`src/rtl/opr_pkg.sv`:
```
package opr_pkg;

    typedef enum logic [2:0] {
        MD_IMM  = 3'd0,
        MD_REG  = 3'd1,
        MD_DIR  = 3'd2,
        MD_PTR  = 3'd3,
        MD_IDX  = 3'd4,
        MD_RPTR = 3'd5,
        MD_STK  = 3'd6,
        MD_BAD  = 3'd7
    } amode_e;

    typedef enum logic [2:0] {
        ST_IDLE   = 3'd0,
        ST_ISSUE1 = 3'd1,
        ST_TAKE1  = 3'd2,
        ST_ISSUE2 = 3'd3,
        ST_TAKE2  = 3'd4,
        ST_DONE   = 3'd5
    } rstate_e;

    typedef struct packed {
        logic uses_mem;
        logic two_hop;
        logic bad;
    } plan_t;

endpackage

```
`src/rtl/opr_ea.sv`:
```
module opr_ea
    import opr_pkg::*;
#(
    parameter int DATA_W = 16,
    parameter int ADDR_W = 12
) (
    input  logic [2:0]        mode_i,
    input  logic [ADDR_W-1:0] field_i,
    input  logic [DATA_W-1:0] reg_i,
    input  logic [ADDR_W-1:0] sp_i,
    output logic [ADDR_W-1:0] ea_o,
    output logic [DATA_W-1:0] now_val_o,
    output plan_t             plan_o
);

    logic [ADDR_W-1:0] reg_addr;
    logic [DATA_W-1:0] imm_val;

    assign reg_addr = ADDR_W'(reg_i);
    assign imm_val  = DATA_W'(field_i);

    always_comb begin
        ea_o      = '0;
        now_val_o = '0;
        plan_o    = '{uses_mem: 1'b0, two_hop: 1'b0, bad: 1'b0};
        unique case (amode_e'(mode_i))
            MD_IMM:  now_val_o = imm_val;
            MD_REG:  now_val_o = reg_i;
            MD_DIR: begin
                ea_o            = field_i;
                plan_o.uses_mem = 1'b1;
            end
            MD_PTR: begin
                ea_o            = field_i;
                plan_o.uses_mem = 1'b1;
                plan_o.two_hop  = 1'b1;
            end
            MD_IDX: begin
                ea_o            = field_i + reg_addr;
                plan_o.uses_mem = 1'b1;
            end
            MD_RPTR: begin
                ea_o            = reg_addr;
                plan_o.uses_mem = 1'b1;
            end
            MD_STK: begin
                ea_o            = sp_i;
                plan_o.uses_mem = 1'b1;
            end
            MD_BAD:  plan_o.bad = 1'b1;
        endcase
    end

endmodule

```
`src/rtl/opr_fsm.sv`:
```
module opr_fsm
    import opr_pkg::*;
(
    input  logic  clk,
    input  logic  rst_n,
    input  logic  start_i,
    input  plan_t plan_i,
    output logic  busy_o,
    output logic  req_o,
    output logic  launch_o,
    output logic  take_ptr_o,
    output logic  take_data_o,
    output logic  done_o
);

    rstate_e state, nxt;
    logic    two_q;

    always_ff @(posedge clk) begin
        if (!rst_n) begin
            state <= ST_IDLE;
            two_q <= 1'b0;
        end else begin
            state <= nxt;
            if (launch_o) begin
                two_q <= plan_i.two_hop;
            end
        end
    end

    always_comb begin
        nxt = state;
        unique case (state)
            ST_IDLE: begin
                if (start_i) begin
                    nxt = (plan_i.uses_mem && !plan_i.bad) ? ST_ISSUE1 : ST_DONE;
                end
            end
            ST_ISSUE1: nxt = ST_TAKE1;
            ST_TAKE1:  nxt = two_q ? ST_ISSUE2 : ST_DONE;
            ST_ISSUE2: nxt = ST_TAKE2;
            ST_TAKE2:  nxt = ST_DONE;
            ST_DONE:   nxt = ST_IDLE;
            default:   nxt = ST_IDLE;
        endcase
    end

    always_comb begin
        launch_o    = (state == ST_IDLE) && start_i;
        busy_o      = (state != ST_IDLE);
        req_o       = (state == ST_ISSUE1) || (state == ST_ISSUE2);
        take_ptr_o  = (state == ST_TAKE1) && two_q;
        take_data_o = ((state == ST_TAKE1) && !two_q) || (state == ST_TAKE2);
        done_o      = (state == ST_DONE);
    end

endmodule

```
`src/rtl/opr_dpath.sv`:
```
module opr_dpath #(
    parameter int DATA_W = 16,
    parameter int ADDR_W = 12
) (
    input  logic              clk,
    input  logic              rst_n,
    input  logic              launch_i,
    input  logic              take_ptr_i,
    input  logic              take_data_i,
    input  logic [ADDR_W-1:0] ea_i,
    input  logic [DATA_W-1:0] now_val_i,
    input  logic              bad_i,
    input  logic [DATA_W-1:0] rdata_i,
    output logic [ADDR_W-1:0] addr_o,
    output logic [DATA_W-1:0] data_o,
    output logic [1:0]        cnt_o,
    output logic              bad_o
);

    always_ff @(posedge clk) begin
        if (!rst_n) begin
            addr_o <= '0;
            data_o <= '0;
            cnt_o  <= '0;
            bad_o  <= 1'b0;
        end else if (launch_i) begin
            addr_o <= ea_i;
            data_o <= bad_i ? '0 : now_val_i;
            cnt_o  <= '0;
            bad_o  <= bad_i;
        end else if (take_ptr_i) begin
            addr_o <= ADDR_W'(rdata_i);
            cnt_o  <= cnt_o + 2'd1;
        end else if (take_data_i) begin
            data_o <= rdata_i;
            cnt_o  <= cnt_o + 2'd1;
        end
    end

endmodule

```
`src/rtl/opnd_resolver.sv`:
```
module opnd_resolver
    import opr_pkg::*;
#(
    parameter int DATA_W = 16,
    parameter int ADDR_W = 12
) (
    input  logic              clk,
    input  logic              rst_n,
    input  logic              start,
    input  logic [2:0]        mode,
    input  logic [ADDR_W-1:0] field,
    input  logic [DATA_W-1:0] reg_val,
    input  logic [ADDR_W-1:0] sp_val,
    output logic              busy,
    output logic              done,
    output logic [DATA_W-1:0] operand,
    output logic [1:0]        acc_cnt,
    output logic              illegal,
    output logic              mem_req,
    output logic [ADDR_W-1:0] mem_addr,
    input  logic [DATA_W-1:0] mem_rdata
);

    logic [ADDR_W-1:0] ea;
    logic [DATA_W-1:0] now_val;
    plan_t             plan;
    logic              launch, take_ptr, take_data;

    opr_ea #(.DATA_W(DATA_W), .ADDR_W(ADDR_W)) u_ea (
        .mode_i    (mode),
        .field_i   (field),
        .reg_i     (reg_val),
        .sp_i      (sp_val),
        .ea_o      (ea),
        .now_val_o (now_val),
        .plan_o    (plan)
    );

    opr_fsm u_fsm (
        .clk         (clk),
        .rst_n       (rst_n),
        .start_i     (start),
        .plan_i      (plan),
        .busy_o      (busy),
        .req_o       (mem_req),
        .launch_o    (launch),
        .take_ptr_o  (take_ptr),
        .take_data_o (take_data),
        .done_o      (done)
    );

    opr_dpath #(.DATA_W(DATA_W), .ADDR_W(ADDR_W)) u_dpath (
        .clk         (clk),
        .rst_n       (rst_n),
        .launch_i    (launch),
        .take_ptr_i  (take_ptr),
        .take_data_i (take_data),
        .ea_i        (ea),
        .now_val_i   (now_val),
        .bad_i       (plan.bad),
        .rdata_i     (mem_rdata),
        .addr_o      (mem_addr),
        .data_o      (operand),
        .cnt_o       (acc_cnt),
        .bad_o       (illegal)
    );

endmodule

```
`config.mk`:
```
export PLATFORM = sky130hd
export DESIGN_NAME = opnd_resolver
export DESIGN_NICKNAME = d
export VERILOG_FILES = /design/src/rtl/opr_pkg.sv /design/src/rtl/opr_ea.sv /design/src/rtl/opr_fsm.sv /design/src/rtl/opr_dpath.sv /design/src/rtl/opnd_resolver.sv
export SDC_FILE = /design/constraint.sdc
export NUM_CORES = 1
export LEC_CHECK = 0
export ABC_AREA = 1
export BUFFER_PORTS_ARGS = -buffer_cell sky130_fd_sc_hd__buf_2
export CORE_MARGIN = 2
export CORE_UTILIZATION = 55
export DETAILED_ROUTE_END_ITERATION = 8
export GPL_ROUTABILITY_DRIVEN = 0
export PLACE_DENSITY = 0.95
export REMOVE_ABC_BUFFERS = 1
export SLEW_MARGIN = 20
export SYNTH_ARGS = -nofsm -noshare
export SYNTH_HDL_FRONTEND = slang
export SYNTH_SLANG_ARGS = --single-unit
```
`constraint.sdc`:
```
create_clock -name clk -period 5.3 [get_ports clk]
set_input_delay 1.06 -clock clk [delete_from_list [all_inputs] [get_ports clk]]
set_output_delay 1.06 -clock clk [all_outputs]
set_load 0.005 [all_outputs]
```
# Word-level counts from Yosys, hierarchy flattened
# Index checks and enable logic that the tools add are counted.
# W data, S select, Z words.
dict set report op_classes {
  add_sub_neg 2
  eq_ne 14
  muxes 17
  bitwise_logic 1
  reduce_logical 18
}
# cell n
set ops {}
lappend ops {{$mux W16} 4}
lappend ops {{$pmux W12 S4} 1}
lappend ops {{$pmux W16 S2} 1}
lappend ops {{$mux W12} 2}
lappend ops {{$eq A3 B3 Y1 const B} 6}
lappend ops {{$pmux W3 S5} 1}
lappend ops {{$add A12 B12 Y12} 1}
lappend ops {{$eq A3 B2 Y1 const B} 4}
lappend ops {{$mux W3} 3}
lappend ops {{$eq A3 B1 Y1 const B} 2}
lappend ops {{$logic_not A3 Y1} 2}
lappend ops {{$reduce_bool A2 Y1} 3}
lappend ops {{$reduce_or A5 Y1} 1}
lappend ops {{$logic_and A1 B1 Y1} 4}
lappend ops {{$mux W2} 2}
lappend ops {{$ne A2 B2 Y1 const B} 2}
lappend ops {{$reduce_or A2 Y1} 2}
lappend ops {{$mux W1} 3}
lappend ops {{$reduce_bool A3 Y1} 1}
lappend ops {{$add A2 B1 Y2 const B} 1}
lappend ops {{$logic_not A1 Y1} 2}
lappend ops {{$logic_or A1 B1 Y1} 2}
lappend ops {{$reduce_and A2 Y1} 1}
lappend ops {{$not A1 Y1} 1}
dict set report word_totals {
  in_bits 62
  register_bits 35
  elab_cells 58
}

# Depth between registers and ports, before layout
dict set report logic_depth {
  word_depth 7
  depth_mapped 12
}

# Cells and area by module
# Synthesis repeated with hierarchy kept, for this count alone.
dict set report hier_totals {
  cells_unflattened 531
  hier_area_um2 3029.2
}
# mod area_per_inst_um2 cells_each n_inst
set by_module_without_submodules {}
lappend by_module_without_submodules {opr_dpath 1609.0 256 1}
lappend by_module_without_submodules {opr_ea 1187.4 238 1}
lappend by_module_without_submodules {opr_fsm 232.7 37 1}

# Least setup slack after synthesis
# OpenSTA, ideal clock, no wires.
dict set report synth_timing {
  path_type {input-to-reg}
  from {input field[0]}
  to {register u_dpath.addr_o[8]}
  n_path_buf 0
  path_slack_ns 2.853
  cell_stages 11
  arrival_ns 2.377
  setup_ns 0.070
  t_required_ns 5.230
  path_cell_list {ha_1 -> fa_1 -> nand3_1 -> nand3_1 -> nand2_1 -> nand2_1 -> nand2_1 -> nand2_1 -> o21ai_0 -> nand2_1 -> a21oi_1}
}
dict set report synth_between {
  elab_chain_len 3
}
# element line_no
set synth_lines {}
lappend synth_lines {{start, declared} opnd_resolver.sv:11} ;# input logic [ADDR_W-1:0] field,
lappend synth_lines {{$add A12 B12 Y12} opr_ea.sv:39} ;# ea_o = field_i + reg_addr;
lappend synth_lines {{$pmux W12 S4} opr_ea.sv:26} ;# unique case (amode_e'(mode_i))
lappend synth_lines {{$mux W12} opr_dpath.sv:26} ;# end else if (launch_i) begin
lappend synth_lines {{end signal, assigned} opr_dpath.sv:27} ;# addr_o <= ea_i;
lappend synth_lines {{end signal, assigned} opr_dpath.sv:32} ;# addr_o <= ADDR_W'(rdata_i);
lappend synth_lines {{end, declared} opr_dpath.sv:14} ;# output logic [ADDR_W-1:0] addr_o,
# Every way passes these cells.
# A chain may end at the register's enable or synchronous reset.

# Final worst setup path
dict set report layout_timing {
  from {input field[0]}
  to {register u_dpath.addr_o[6]}
}
# The elaborated chain is that of the path after synthesis.

==> impl_metrics.py <==
metrics = {
    "clock_tree": {
        "cts_max_level": 2,
        "cts_root_buf": "clkbuf_8",
        "clock_path_buffers": 2,
        "clk_latency_ps": 290,
        "cts_resized": 0,
        "cts_tree": "done",
        "postCtsSetupBuffers": 0,
        "hold_buffers": 0,
        "cts.clk_slew.worst_paths_ps": 70,
        "cts_sinks": 35,
        "cts-buffers-inserted": 5,
    },
    "global_route": {
        "track_usage_pct": 28.9,
        "grt_pass1_wl_mm": 12.6,
        "grt_remaining_overflow": 0,
        "grt_max_degree": 32,
        "grt_pass1_vias": 2824,
        "antenna_found_initial": 0,
    },
    "routing": {
        "drc": 0,
        "vias": 3337,
        "drt-initial-drc-count": 292,
        "drt-pass1-iter-count": 5,
        "vias_per_cell": 5.72,
        "ant_nets": 0,
        "routed_wl_mm": 8.39,
        "routedWlPerCell_um": 14.4,
    },
    "floorplan": {
        "core_area_sq_um": 4820,
        "die_h_um": 75.2,
        "io_pins": 96,
        "dieArea_sq_um": 5650,
        "rows": 25,
        "initial_utilization_pct": 57.8,
        "die_x_um": 75.2,
    },
    "timing": {
        "setup_viol": 0,
        "tightest_slew_ps": 846,
        "timing.final.crit_period_ps": 2500,
        "timing.hold.ws_ps": 498,
        "max_freq_mhz": 400,
        "fin_crit_sh_pct": 47.2,
        "grt_setup_unrepaired": "no",
        "slew_violations": 0,
        "tns_ps": 0,
        "finClkSkew_ps": 4.42,
        "relSlewSlack_pct": 43.3,
        "finalHoldViolations": 0,
    },
    "status": {
        "status": "finished clean",
    },
    "worst_hold_path": {
        "min_path_type": "reg2reg",
    },
    "yosys": {
        "synth_edf_count": 0,
        "ys_ff_latch": 35,
        "syn_avg_cell_area_sq_um": 6.51,
        "synthSimpleGateAreaFrac_pct": 30.6,
        "synthAdderAreaFrac_pct": 5.66,
        "synthCells": 428,
        "syn_area_sq_um": 2790,
        "synth_flop_cell": "dfxtp_1",
        "synth-compound-area-share_pct": 23.4,
        "synth_xor_area_share_pct": 0.943,
        "synth_top_family_by_area": "simple AND/OR/NAND/NOR gates",
        "synthArstFlopShare_pct": 0,
        "yosys_warnings": 0,
        "synthDistinctLibCells": 38,
        "ys_seq_area_share_pct": 25.2,
        "muxShareOfSynthArea_pct": 0,
    },
    "pwr": {
        "irDropWorstVdd_mv": 0.379,
        "leakage_nw": 1.73,
        "p_per_area_nw_per_um2": 371,
    },
    "setup_path": {
        "cp.required_ps": 5520,
        "arrival_ps": 2720,
        "cp_max_fo": 3,
        "end_kind": "flip-flop",
        "crit_type": "in2reg",
        "crit_path_start_kind": "input pin",
    },
    "cells_and_area": {
        "antenna_cells": 0,
        "final_common_cell": "nand2_1",
        "layout_common_cells": "104 x nand2_1, 95 x buf_2, 59 x inv_1",
        "area_delta_synth_final_pct": 18.6,
        "drive_gt1_share_pct": 26.0,
        "layout.nets": 589,
        "fillers": 457,
    },
    "placement": {
        "dp_hpwl_mm": 6.28,
        "numPortBuffers": 95,
    },
    "run": {
        "maxCapViolations": 0,
    },
}
==> final timing paths <==
kind / start / endpoint / slack, ps / depth (start not counted)
min reg2reg: u_dpath.addr_o[2]$_SDFFE_PN0P_ / u_dpath.addr_o[2]$_SDFFE_PN0P_ / 500 / 2
min: u_dpath.addr_o[2]$_SDFFE_PN0P_ / u_dpath.addr_o[2]$_SDFFE_PN0P_ / 500 / 2
max reg2reg: u_fsm.state[0]$_SDFFE_PN0P_ / u_dpath.addr_o[9]$_SDFFE_PN0P_ / 3320 / 8
max: field[0] / u_dpath.addr_o[6]$_SDFFE_PN0P_ / 2800 / 12
==> critical path, cell delays in order <==
cell and delay (ps):
buf_2 120, ha_1 250, fa_1 440, nand3_1 100
nand3_1 140, nand2_1 90, nand2_1 60, a21oi_1 120
o21ai_0 90, nand2_1 60, nand2_1 50, a21oi_1 130
==> synth_stat cells, types with 6 or more instances <==
library cell / count / area (sq um)
o21ai_0: 22 / 110
nand4_1: 7 / 43.8
o22ai_1: 11 / 68.8
nor2_1: 26 / 97.6
dfxtp_1: 35 / 701
inv_2: 6 / 22.5
o21ai_1: 19 / 95.1
nand3_1: 29 / 145
ha_1: 11 / 138
a21oi_1: 39 / 195
inv_1: 59 / 221
nor3_1: 6 / 30.0
buf_6: 7 / 78.8
nand2_1: 104 / 390
a31oi_2: 7 / 87.6
==> stage by stage <==
| step | std cells | setup slack [ps] | util, % | total power [mW] | area (sq um) |
|---|---|---|---|---|---|
| final | 583 | 2800 | 68.6 | 1.23 | 3300 |
| after global routing | 583 | 2650 | 68.6 | 1.31 | 3300 |
| after CTS | 583 | 2820 | 68.6 | 1.22 | 3300 |
| after detailed placement | 575 | 2520 | 66.5 | 1.00 | 3200 |
| after global placement | 575 | 2600 | 66.5 | 0.983 | 3200 |
| after floorplan | 413 | 2840 | - | 0.787 | 2650 |
==> cell families (layout without fill, tap and decap cells) <==
logic type                 Yosys count  count (layout)
buffers and inverters               82             170
adders and majority gates           12              12
AOI/OAI and AO/OA                  109             109
DFF                                 35              35
xor gates and xnor gates             3               3
and+or+nand+nor                    187             187
==> state kept, by name (all words and copies together), names as in the netlist <==
signal,count
u_fsm.two_q,1
u_dpath.cnt_o,2
u_dpath.data_o,16
u_fsm.state,3
u_dpath.addr_o,12
u_dpath.bad_o,1
==> layer usage <==
layer  share of wire, %  track usage (%)  vias up
met1                 42             37.2     1532
met2                 45             47.4      187
li1                   -                -     1595
met4                2.3             10.1        0
met5                  0                0        -
met3                 10             6.96       23
==> final cells by class <==
class	count	area, sq um	share of cell area [%]
Clock buffer	8	100	3.03
Inverter	67	256	7.76
Multi-Input combinational cell	311	1690	51.1
Sequential cell	35	701	21.2
Tap cell	67	83.8	2.54
Timing Repair Buffer	95	475	14.4
==> where the power goes <==
part	internal (mW)	leakage [nW]	total, mW	switching [mW]
registers	0.357	0.289	0.409	0.0516
clock network	0.119	0.0515	0.215	0.0959
logic	0.218	1.39	0.603	0.385
total	0.694	1.73	1.23	0.532
Note: power is estimated with default switching activity, not from simulation.
